File: src/rtl/bank_cs_pkg.sv
package bank_cs_pkg;
    localparam int BANK_W    = 4;
    localparam int ROM_BANKS = 4;

    typedef enum logic [1:0] {
        TGT_IDLE = 2'd0,
        TGT_LOW  = 2'd1,
        TGT_HIGH = 2'd2
    } tgt_e;
endpackage

File: src/rtl/bank_reg.sv
module bank_reg #(
    parameter int BANK_W = 4
) (
    input  logic              clk,
    input  logic              rst_n,
    input  logic              wr,
    input  logic [BANK_W-1:0] wdata,
    output logic [BANK_W-1:0] bank
);
    always_ff @(posedge clk or negedge rst_n) begin
        if (!rst_n) bank <= '0;
        else if (wr) bank <= wdata;
    end

    assert_bank_load_R2: assert property (@(posedge clk) disable iff (!rst_n)
        wr |=> bank == $past(wdata));
    assert_bank_hold_R2: assert property (@(posedge clk) disable iff (!rst_n)
        !wr |=> $stable(bank));
endmodule

File: src/rtl/ce_decode.sv
module ce_decode
    import bank_cs_pkg::*;
#(
    parameter int BANK_W    = 4,
    parameter int ROM_BANKS = 4
) (
    input  logic                 clk,
    input  logic                 rst_n,
    input  logic [BANK_W-1:0]    bank,
    input  logic                 win,
    output logic [ROM_BANKS:0]   ce_n
);
    localparam int IDX_W = (ROM_BANKS > 1) ? $clog2(ROM_BANKS) : 1;
    localparam logic [BANK_W-1:0] LOW_LIMIT = BANK_W'(ROM_BANKS);

    tgt_e tgt;

    always_comb begin
        if (!win)                 tgt = TGT_IDLE;
        else if (bank < LOW_LIMIT) tgt = TGT_LOW;
        else                      tgt = TGT_HIGH;
    end

    always_comb begin
        ce_n = '1;
        unique case (tgt)
            TGT_IDLE: ce_n = '1;
            TGT_LOW:  ce_n[bank[IDX_W-1:0]] = 1'b0;
            TGT_HIGH: ce_n[ROM_BANKS] = 1'b0;
            default:  ce_n = '1;
        endcase
    end

    assert_idle_quiet_R3: assert property (@(posedge clk) disable iff (!rst_n)
        !win |-> &ce_n);
    assert_one_enable_R7: assert property (@(posedge clk) disable iff (!rst_n)
        win |-> $countones(~ce_n) == 1);
endmodule

File: src/rtl/sel_steer.sv
module sel_steer #(
    parameter int ROM_BANKS = 4
) (
    input  logic                 clk,
    input  logic                 rst_n,
    input  logic [ROM_BANKS:0]   ce_n,
    input  logic [ROM_BANKS-1:0] cfg_ram,
    output logic [ROM_BANKS-1:0] rom_sel_n,
    output logic                 ram_sel_n
);
    logic [ROM_BANKS-1:0] redirect;

    for (genvar n = 0; n < ROM_BANKS; n++) begin : g_steer
        assign rom_sel_n[n] = ce_n[n] | cfg_ram[n];
        assign redirect[n]  = ~ce_n[n] & cfg_ram[n];
    end

    assign ram_sel_n = ce_n[ROM_BANKS] & ~(|redirect);

    assert_single_select_R7: assert property (@(posedge clk) disable iff (!rst_n)
        $onehot0({~rom_sel_n, ~ram_sel_n}));
    assert_high_to_ram_R4: assert property (@(posedge clk) disable iff (!rst_n)
        !ce_n[ROM_BANKS] |-> (!ram_sel_n && &rom_sel_n));
endmodule

File: src/rtl/od_pad.sv
module od_pad (
    input  logic sel_n,
    output logic drv,
    output logic dout
);
    assign drv  = ~sel_n;
    assign dout = 1'b0;
endmodule

File: src/rtl/bank_cs_steer.sv
module bank_cs_steer
    import bank_cs_pkg::*;
#(
    parameter int BW = BANK_W,
    parameter int RB = ROM_BANKS
) (
    input  logic          clk,
    input  logic          rst_n,
    input  logic          bank_wr,
    input  logic [BW-1:0] bank_wdata,
    input  logic          win_acc,
    input  logic [RB-1:0] cfg_ram,
    output logic [RB-1:0] rom_drv,
    output logic [RB-1:0] rom_dout,
    output logic          ram_drv,
    output logic          ram_dout,
    output logic [BW-1:0] ram_bank
);
    logic [BW-1:0] bank_q;
    logic [RB:0]   ce_n;
    logic [RB-1:0] rom_sel_n;
    logic          ram_sel_n;

    bank_reg #(.BANK_W(BW)) u_bank (
        .clk(clk), .rst_n(rst_n), .wr(bank_wr), .wdata(bank_wdata), .bank(bank_q)
    );

    ce_decode #(.BANK_W(BW), .ROM_BANKS(RB)) u_dec (
        .clk(clk), .rst_n(rst_n), .bank(bank_q), .win(win_acc), .ce_n(ce_n)
    );

    sel_steer #(.ROM_BANKS(RB)) u_steer (
        .clk(clk), .rst_n(rst_n), .ce_n(ce_n), .cfg_ram(cfg_ram),
        .rom_sel_n(rom_sel_n), .ram_sel_n(ram_sel_n)
    );

    for (genvar n = 0; n < RB; n++) begin : g_rom_pad
        od_pad u_pad (.sel_n(rom_sel_n[n]), .drv(rom_drv[n]), .dout(rom_dout[n]));
    end

    od_pad u_ram_pad (.sel_n(ram_sel_n), .drv(ram_drv), .dout(ram_dout));

    assign ram_bank = bank_q;

    assert_exactly_one_R7: assert property (@(posedge clk) disable iff (!rst_n)
        win_acc |-> $countones({rom_drv, ram_drv}) == 1);
    assert_idle_release_R3: assert property (@(posedge clk) disable iff (!rst_n)
        !win_acc |-> ({rom_drv, ram_drv} == '0));
    assert_zero_data_R8: assert property (@(posedge clk) disable iff (!rst_n)
        (rom_dout == '0) && !ram_dout);
endmodule

File: config.mk
export PLATFORM = sky130hd
export DESIGN_NAME = bank_cs_steer
export DESIGN_NICKNAME = d
export VERILOG_FILES = /design/src/rtl/bank_cs_pkg.sv /design/src/rtl/bank_reg.sv /design/src/rtl/ce_decode.sv /design/src/rtl/sel_steer.sv /design/src/rtl/od_pad.sv /design/src/rtl/bank_cs_steer.sv
export SDC_FILE = /design/constraint.sdc
export NUM_CORES = 1
export LEC_CHECK = 0
export CELL_PAD_IN_SITES_DETAIL_PLACEMENT = 1
export CELL_PAD_IN_SITES_GLOBAL_PLACEMENT = 1
export CORE_AREA = 2 2 39 41
export CTS_CLUSTER_DIAMETER = 200
export DETAILED_ROUTE_END_ITERATION = 7
export DIE_AREA = 0 0 41 43
export DONT_BUFFER_PORTS = 1
export PLACE_DENSITY = 0.63
export SYNTH_ARGS = -nofsm -noshare
export SYNTH_HDL_FRONTEND = slang
export SYNTH_HIERARCHICAL = 1
export SYNTH_SLANG_ARGS = --single-unit
File: constraint.sdc
create_clock -name clk -period 1.3 [get_ports clk]
set_input_delay 0.26 -clock clk [delete_from_list [all_inputs] [get_ports clk]]
set_output_delay 0.26 -clock clk [all_outputs]
set_load 0.02 [all_outputs]
==> flow_summary.yaml, run 1 <==
status:
  status: "finished, violations left"
  violations: "setup timing"
synthesis:
  synth_area_leaders: "dfrtp_1 (29%), mux2_2 (13%), buf_4 (11%), inv_1 (8.6%), nor4b_4 (6.8%)"
  ys_ff_latch: 4
  async_flop_share_pct: 100
  synth_common_cells: "inv_1 (8), buf_4 (5), conb_1 (5)"
  synth_ff_type: "dfrtp_1"
  postSynthAreaPerCell_um2: 8.51
  ys_types: 18
  yosysSeqAreaShare_pct: 28.7
  syn_area_um2: 349
  mappedNetlistNets: 53
  yosysTopAreaCell: "dfrtp_1"
  synthCells: 41
  ys.warnings.count: 6
  post-synth-top-count-cell: "inv_1"
  synth_top_area_share_pct: 28.7
  synth_edf_count: 0
floorplan:
  io-pin-count: 26
  fp.dieW_um: 41
  die_area_um2: 1760
  fp.dieH_um: 43
  core_area_um2: 1380
  start_util_pct: 25.2
  rows: 14
placement:
  dp_cells: 57
  dpl.hpwl_um: 553
  globalplace.congestion: 0.676
  io_buffers: 0
sta:
  finalWorstSetupSlack_ns: -0.377
  period_minus_slack_ns: 1.68
  hold_viol: 0
  max_freq_mhz: 596
  skew_ns: 0
  setup_violations: 5
  slew_violations: 0
  rsz0062_at_grt: "true"
  period_share_pct: 129
layout:
  fin_util_pct: 31.1
  nets: 60
  fin_cells: 63
  ff_latch_area_um2: 103
  synthToLayoutAreaGrowth_pct: 23.3
  layout-drive-gt1-share_pct: 55.3
  multi_input_area_um2: 194
  num_antenna_cells: 0
  largest_register_ff_count: 4
  fill_cells: 166
clock_network:
  cts.sinks: 4
  cts_max_level: 1
  numCtsBuffers: 3
  clk_pin_slew_ns: 0.04
  clk_latency_ns: 0.23
  cts-root-buf: "clkbuf_4"
  max-clock-path-buffers: 2
  tritoncts: "done"
grt:
  grt_use_total_pct: 9.81
  grt_start_max_net_pins: 6
  antenna_found_initial: 0
  grt_pass1_vias: 259
  grt_overflow: 0
  grt_pass1_wl_um: 1000
setup_path:
  cp.arrival_ns: 1.42
  critPathRequiredTime_ns: 1.04
  crit_path_max_incr_delay_ns: 0.43
  path_cells: "nor4b_4 -> nand2b_1 -> o22ai_2 -> nor3_2 -> inv_2"
  cp_slowest_cell: "dfrtp_2"
  endpoint_kind: "primary output"
  start_kind: "flip-flop"
  crit_type: "flip-flop to primary output"
  rrSetupSlack_ns: 0.21
  cp_max_fo: 3
  r2r_cells: 3
route:
  vias_per_cell: 4.16
  wl_per_cell_um: 10.5
  drt_iter0_markers: 1
  dr.pass1.iters: 2
  postRouteAntennaNets: 0
  drc_errors: 0
  num_vias: 262
  routed_wl_um: 659
pwr:
  power_density_nw_per_um2: 1040
  ir_worst_vdd_v: 0.000620
  p_leak_nw: 0.212
  cell_internal_pwr_mw: 0.307
  swShare_pct: 31.4
  seq_power_share_pct: 34.9
  p_switching_mw: 0.141
  power_frac_comb_pct: 26.7
  p_clk_share_pct: 38.4
hold_path:
  hold_path.class: "input pin to flip-flop"
  min_path_cells: 1
flow_run:
  cap_violations: 0
-- placed cells by master (no fill, tap or decap), drive strengths merged, types with 2 or more instances in the layout --
cell and instances:
mux2 4, or2 4, inv 8, clkbuf 4
conb 5, o21ai 2, buf 6, dfrtp 4
-- power by group through the flow --
| stage | combinational (mW) | clock, mW | sequential [mW] |
|---|---|---|---|
| floorplan | 0.0704 | 0 | 0.174 |
| global placement | 0.107 | 0 | 0.157 |
| detailed placement | 0.108 | 0 | 0.159 |
| CTS | 0.119 | 0.179 | 0.156 |
| global route | 0.129 | 0.181 | 0.159 |
| finish | 0.119 | 0.172 | 0.156 |
-- final cells by class --
class | count | share of cell area [%]
multi-input cells | 24 | 45.1
repair buffers | 7 | 12.8
inverters | 8 | 7.56
flip-flops and latches | 4 | 23.8
clock buffers | 4 | 6.10
well taps | 16 | 4.65
-- cells by family (layout without fill, tap and decap cells) --
| group | Yosys count | count (layout) | synth area share, % |
|---|---|---|---|
| multiplexers | 4 | 4 | 12.9 |
| buffers and inverters | 13 | 19 | 19.4 |
| AND/OR/NAND/NOR | 12 | 12 | 29.0 |
| other | 5 | 5 | 5.38 |
| flip-flops | 4 | 4 | 28.7 |
| AO/OA/AOI/OAI | 3 | 3 | 4.66 |
-- path summary, 6_finish.rpt --
| path | start | endpoint |
|---|---|---|
| worst min register to register | u_bank/bank[1] | u_bank/bank[1] |
| worst min-delay path | bank_wdata[2] | u_bank/bank[2] |
| min in group asynchronous | rst_n | u_bank/bank[2] |
| worst max-delay path | u_bank/bank[3] | ram_drv |
| max in group asynchronous | rst_n | u_bank/bank[3] |
| worst max register to register | u_bank/bank[3] | u_bank/bank[3] |
-- metrics by stage --
stage	area [µm²]	setup TNS (ns)	hold slack (ns)	power [mW]	setup WS [ns]
after floorplan	354	-0.428	-0.0356	0.244	-0.131
after global placement	374	-0.414	-0.0355	0.264	-0.173
after detailed placement	374	-0.498	-0.0355	0.266	-0.198
after CTS	427	-1.78	0.161	0.454	-0.406
after global routing	430	-2.10	0.165	0.469	-0.464
final	430	-1.69	0.167	0.448	-0.377
-- routing by layer --
layer	routed length, µm	global-route usage [%]	vias to the layer above
met3	98	3.14	4
met1	186	7.57	111
met2	334	14.7	21
met4	40	14.0	0
met5	0	0	-
li1	-	-	126
-- critical path: cells and delay by family, from the launching register on --
kind            cells  cell delay (ns)
compound gates      1             0.17
buf+inv             1             0.10
flops               1             0.43
simple gates        3             0.48
-- what timing repair did --
item                                    4_1_cts  5_1_grt
hold buffers                                  1        0
buffers inserted                              1        0
endpoints found under the setup margin        5        5
hold endpoints to repair                      4        0
pin swaps                                     1        1
resized for setup                             2        1
Note: power is estimated with default switching activity, not from simulation.
==> inputs of run 2 (changes only) <==
--- a/config.mk
+++ b/config.mk
@@ -14,3 +14,3 @@
 export DONT_BUFFER_PORTS = 1
-export PLACE_DENSITY = 0.63
+export PLACE_DENSITY = 0.61
 export SYNTH_ARGS = -nofsm -noshare
==> constraint.sdc (replaced) <==
create_clock -name clk -period 1.9 [get_ports clk]
set_input_delay 0.095 -clock clk [delete_from_list [all_inputs] [get_ports clk]]
set_output_delay 0.095 -clock clk [all_outputs]
set_load 0.05 [all_outputs]
==> flow_summary.yaml, run 2 (synthesis gave the netlist of run 1 again) <==
clock_network:
  max-clock-path-buffers: 2
  cts_max_level: 1
  tritoncts: "done"
  cts.sinks: 4
  clk_pin_slew_ns: 0.04
  numCtsBuffers: 3
  clk_latency_ns: 0.23
  cts-root-buf: "clkbuf_4"
pwr:
  cell_internal_pwr_mw: 0.211
  p_clk_share_pct: 30.3
  power_density_nw_per_um2: 718
  p_leak_nw: 0.250
  swShare_pct: 38.7
  ir_worst_vdd_v: 0.000362
  seq_power_share_pct: 30.9
  p_switching_mw: 0.133
  power_frac_comb_pct: 38.8
route:
  num_vias: 284
  dr.pass1.iters: 1
  postRouteAntennaNets: 0
  vias_per_cell: 4.24
  drc_errors: 0
  drt_iter0_markers: 0
  wl_per_cell_um: 9.70
  routed_wl_um: 650
sta:
  period_share_pct: 86.7
  tns_ns: 0
  finalWorstSetupSlack_ns: 0.253
  setup_violations: 0
  rsz0062_at_grt: "false"
  hold_viol: 0
  skew_ns: 0
  period_minus_slack_ns: 1.65
  slew_violations: 0
  max_freq_mhz: 607
layout:
  nets: 65
  layout-drive-gt1-share_pct: 37.3
  synthToLayoutAreaGrowth_pct: 37.3
  layout_common_cells: "inv_1 (8), buf_4 (6), conb_1 (5)"
  final_common_cell: "inv_1"
  num_antenna_cells: 0
  largest_register_ff_count: 4
setup_path:
  r2r-start: "u_bank/bank[0]"
  endpoint_kind: "primary output"
  cp_top_family: "simple AND/OR/NAND/NOR gates"
  r2r_end: "u_bank/bank[0]"
  crit_end: "rom_drv[0]"
  start_kind: "flip-flop"
  cp.arrival_ns: 1.55
  cp_slowest_cell: "dfrtp_1"
  cp_num_buf_inv: 2
  cp_max_fo: 3
  crit_type: "flip-flop to primary output"
  rrSetupSlack_ns: 0.87
  path_depth: 5
  critPathRequiredTime_ns: 1.80
  path_cells: "nor4b_4 -> nand2b_1 -> or2_2 -> inv_1 -> buf_12"
  startpoint: "u_bank/bank[2]"
  r2r_cells: 2
  crit_path_max_incr_delay_ns: 0.41
floorplan:
  fp.dieH_um: 43
  core_area_um2: 1380
  start_util_pct: 25.2
  io-pin-count: 26
  die_area_um2: 1760
  rows: 14
  fp.dieW_um: 41
placement:
  place_ws_ns: 0.488
  globalplace.congestion: 0.663
  io_buffers: 0
grt:
  grt_pass1_wl_um: 979
  grt_use_total_pct: 9.28
  grt_start_max_net_pins: 6
  antenna_found_initial: 0
  gr-max-usage-layer: "met2"
  grtUsageMet3_pct: 4.19
  grt_use_met2_pct: 12.8
  grt_pass1_vias: 263
  grt_overflow: 0
  gr-usage-met1_pct: 8.17
flow_run:
  cap_violations: 0
status:
  status: "completed"
hold_path:
  hold_path.class: "input pin to flip-flop"
==> run 2: cell types whose count changed in the layout (fill, tap and decap cells not counted), sizes merged <==
cell,delta
dlygate4sd3,+3
buf,+2
clkbuf,-1
==> run 2: cell type report <==
cell class / count / area (µm²)
Multi-Input combinational cell: 24 / 181
Timing Repair Buffer: 12 / 125
Tap cell: 16 / 20.0
Clock buffer: 3 / 22.5
Sequential cell: 4 / 100
Inverter: 8 / 30.0
Fill cell: 172 / 905
==> run 2: through the flow <==
step	instance area, µm²	util [%]	power (mW)	instances	hold WS [ns]
finish	479	34.6	0.344	67	0.0113
CTS	449	32.5	0.346	64	0.00385
detailed placement	417	30.1	0.234	60	-0.200
floorplan	349	-	0.207	41	-0.201
global placement	417	30.1	0.232	60	-0.200
global route	479	34.6	0.367	67	0.00317
==> run 2: worst reg2reg max path, stage by stage (launching register included) <==
cell	delay (ns)
dfrtp_1	0.43
buf_4	0.22
mux2_2	0.26
==> run 2: power groups by stage <==
stage               registers (mW)  logic (mW)  clock network [mW]
floorplan                    0.138      0.0693                   0
global placement             0.106       0.126                   0
detailed placement           0.107       0.126                   0
CTS                          0.106       0.129               0.110
global route                 0.108       0.141               0.118
finish                       0.106       0.133               0.104
==> run 2: timing repair <==
| item | 4_1_cts | 5_1_grt |
|---|---|---|
| resized for setup | 0 | 0 |
| hold endpoints to repair | 4 | 3 |
| setup buffers | 0 | 0 |
| hold buffers | 1 | 3 |
==> run 2: worst min path at each step <==
stage,from,end,slack (ns),cells past startpoint
after CTS,bank_wdata[2],u_bank/bank[2],0.004,1
after floorplan,rst_n,u_bank/bank[0],-0.20,0
after global placement,rst_n,u_bank/bank[0],-0.20,0
final,bank_wdata[3],u_bank/bank[3],0.01,1
after detailed placement,rst_n,u_bank/bank[1],-0.20,0
after global routing,bank_wr,u_bank/bank[1],0.003,1
==> run 2: per-layer routing <==
layer | part of all wire [%] | vias up
met5 | 0 | -
met4 | 5.5 | 0
met3 | 17 | 4
met2 | 51 | 23
met1 | 26 | 120
li1 | - | 137
==> inputs of run 3 (changes only) <==
==> constraint.sdc (replaced) <==
create_clock -name clk -period 1.9 [get_ports clk]
set_input_delay 0.19 -clock clk [delete_from_list [all_inputs] [get_ports clk]]
set_output_delay 0.19 -clock clk [all_outputs]
set_load 0.05 [all_outputs]
==> flow_summary.yaml, run 3 (synthesis gave the netlist of run 1 again) <==
placement:
  globalplace.congestion: 0.688
  dpl.hpwl_um: 552
  placed_area_um2: 449
  io_buffers: 0
layout:
  multi_input_area_um2: 181
  final_common_cell: "inv_1"
  ff_latch_area_um2: 100
  layout_common_cells: "inv_1 (8), conb_1 (5), buf_4 (5)"
  nets: 63
  num_antenna_cells: 0
  synthToLayoutAreaGrowth_pct: 38.0
  fin_area_um2: 482
  largest_register_ff_count: 4
  fill_cells: 166
  layout-drive-gt1-share_pct: 40.8
route:
  drt_iter0_markers: 1
  num_vias: 274
  wl_per_cell_um: 9.92
  drc_errors: 0
  postRouteAntennaNets: 0
  dr.pass1.iters: 3
  routed_wl_um: 645
  vias_per_cell: 4.22
setup_path:
  cp_max_fo: 3
  crit_type: "flip-flop to primary output"
  cp_slowest_cell: "dfrtp_1"
  r2r_end: "u_bank/bank[3]"
  path_depth: 5
  crit_end: "rom_drv[0]"
  start_kind: "flip-flop"
  r2r-start: "u_bank/bank[3]"
  startpoint: "u_bank/bank[2]"
  endpoint_kind: "primary output"
  cp_top_family: "simple AND/OR/NAND/NOR gates"
  crit_path_max_incr_delay_ns: 0.42
  critPathRequiredTime_ns: 1.71
  path_cells: "nor4b_4 -> nand2b_1 -> or2_2 -> inv_1 -> buf_12"
  rrSetupSlack_ns: 0.88
  cp.arrival_ns: 1.55
  cp_num_buf_inv: 2
  r2r_cells: 2
clock_network:
  max-clock-path-buffers: 2
  cts_setup_buffers: 0
  clk_latency_ns: 0.23
  cts-resized-gates: 0
  clk_pin_slew_ns: 0.04
  cts_max_level: 1
  cts-root-buf: "clkbuf_4"
  cts.sinks: 4
  numCtsBuffers: 3
  tritoncts: "done"
pwr:
  p_leak_nw: 0.248
  ir_worst_vdd_v: 0.000361
  power_density_nw_per_um2: 713
  power_mw: 0.343
sta:
  period_minus_slack_ns: 1.74
  skew_ns: 0
  rsz0062_at_grt: "false"
  hold_viol: 0
  max_freq_mhz: 574
  period_share_pct: 91.7
  slew_violations: 0
  tns_ns: 0
  setup_violations: 0
floorplan:
  rows: 14
  fp.dieH_um: 43
  start_util_pct: 25.2
  die_area_um2: 1760
  fp.dieW_um: 41
  io-pin-count: 26
  core_area_um2: 1380
grt:
  grt_overflow: 0
  grt_pass1_wl_um: 938
  antenna_found_initial: 0
  grt_pass1_vias: 257
  grt_start_max_net_pins: 6
  grt_use_total_pct: 8.68
flow_run:
  cap_violations: 0
hold_path:
  hold_path.class: "input pin to flip-flop"
status:
  status: "completed"
==> run 3: where the power goes <==
part,switching [mW],internal [mW],leakage [nW]
logic,0.0884,0.0443,0.188
clock network,0.0347,0.0706,0.0138
registers,0.0111,0.0943,0.0468
==> run 3: final cells by class <==
cell class | count | share of cell area, %
flip-flops and latches | 4 | 20.8
repair buffers | 10 | 26.5
inverters | 8 | 6.23
clock buffers | 3 | 4.68
well taps | 16 | 4.16
multi-input cells | 24 | 37.7
==> run 3: worst reg2reg max path, stage by stage (launching register included) <==
cell and delay [ns]:
dfrtp_1 0.42, buf_4 0.22, mux2_2 0.27
==> run 3: per-stage QoR <==
step | hold slack, ns | cells | setup WS [ns] | util (%)
after floorplan | -0.106 | 41 | 0.107 | -
after global placement | -0.105 | 61 | 0.423 | 32.5
after detailed placement | -0.105 | 61 | 0.388 | 32.5
after CTS | 0.0991 | 65 | 0.133 | 34.8
after global routing | 0.0906 | 65 | 0.0352 | 34.8
final | 0.108 | 65 | 0.157 | 34.8
==> run 3: layer usage <==
layer	part of all wire, %	track usage (%)	vias up
met2	49	12.2	22
met1	33	8.17	118
met4	3.3	10.0	0
met5	0	0	-
met3	15	3.66	2
li1	-	-	132
==> run 3: how the worst min path moves through the flow <==
| stage | start | end | slack [ns] | cells past startpoint |
|---|---|---|---|---|
| finish | bank_wdata[3] | u_bank/bank[3] | 0.11 | 1 |
| global route | bank_wdata[3] | u_bank/bank[3] | 0.09 | 1 |
| CTS | bank_wdata[3] | u_bank/bank[3] | 0.1 | 1 |
| detailed placement | rst_n | u_bank/bank[0] | -0.11 | 0 |
| global placement | rst_n | u_bank/bank[0] | -0.11 | 0 |
| floorplan | rst_n | u_bank/bank[0] | -0.11 | 0 |
==> run 3: timing repair <==
item                       CTS  global route
setup endpoints to repair    0             0
hold buffers                 1             0
hold endpoints to repair     4             0
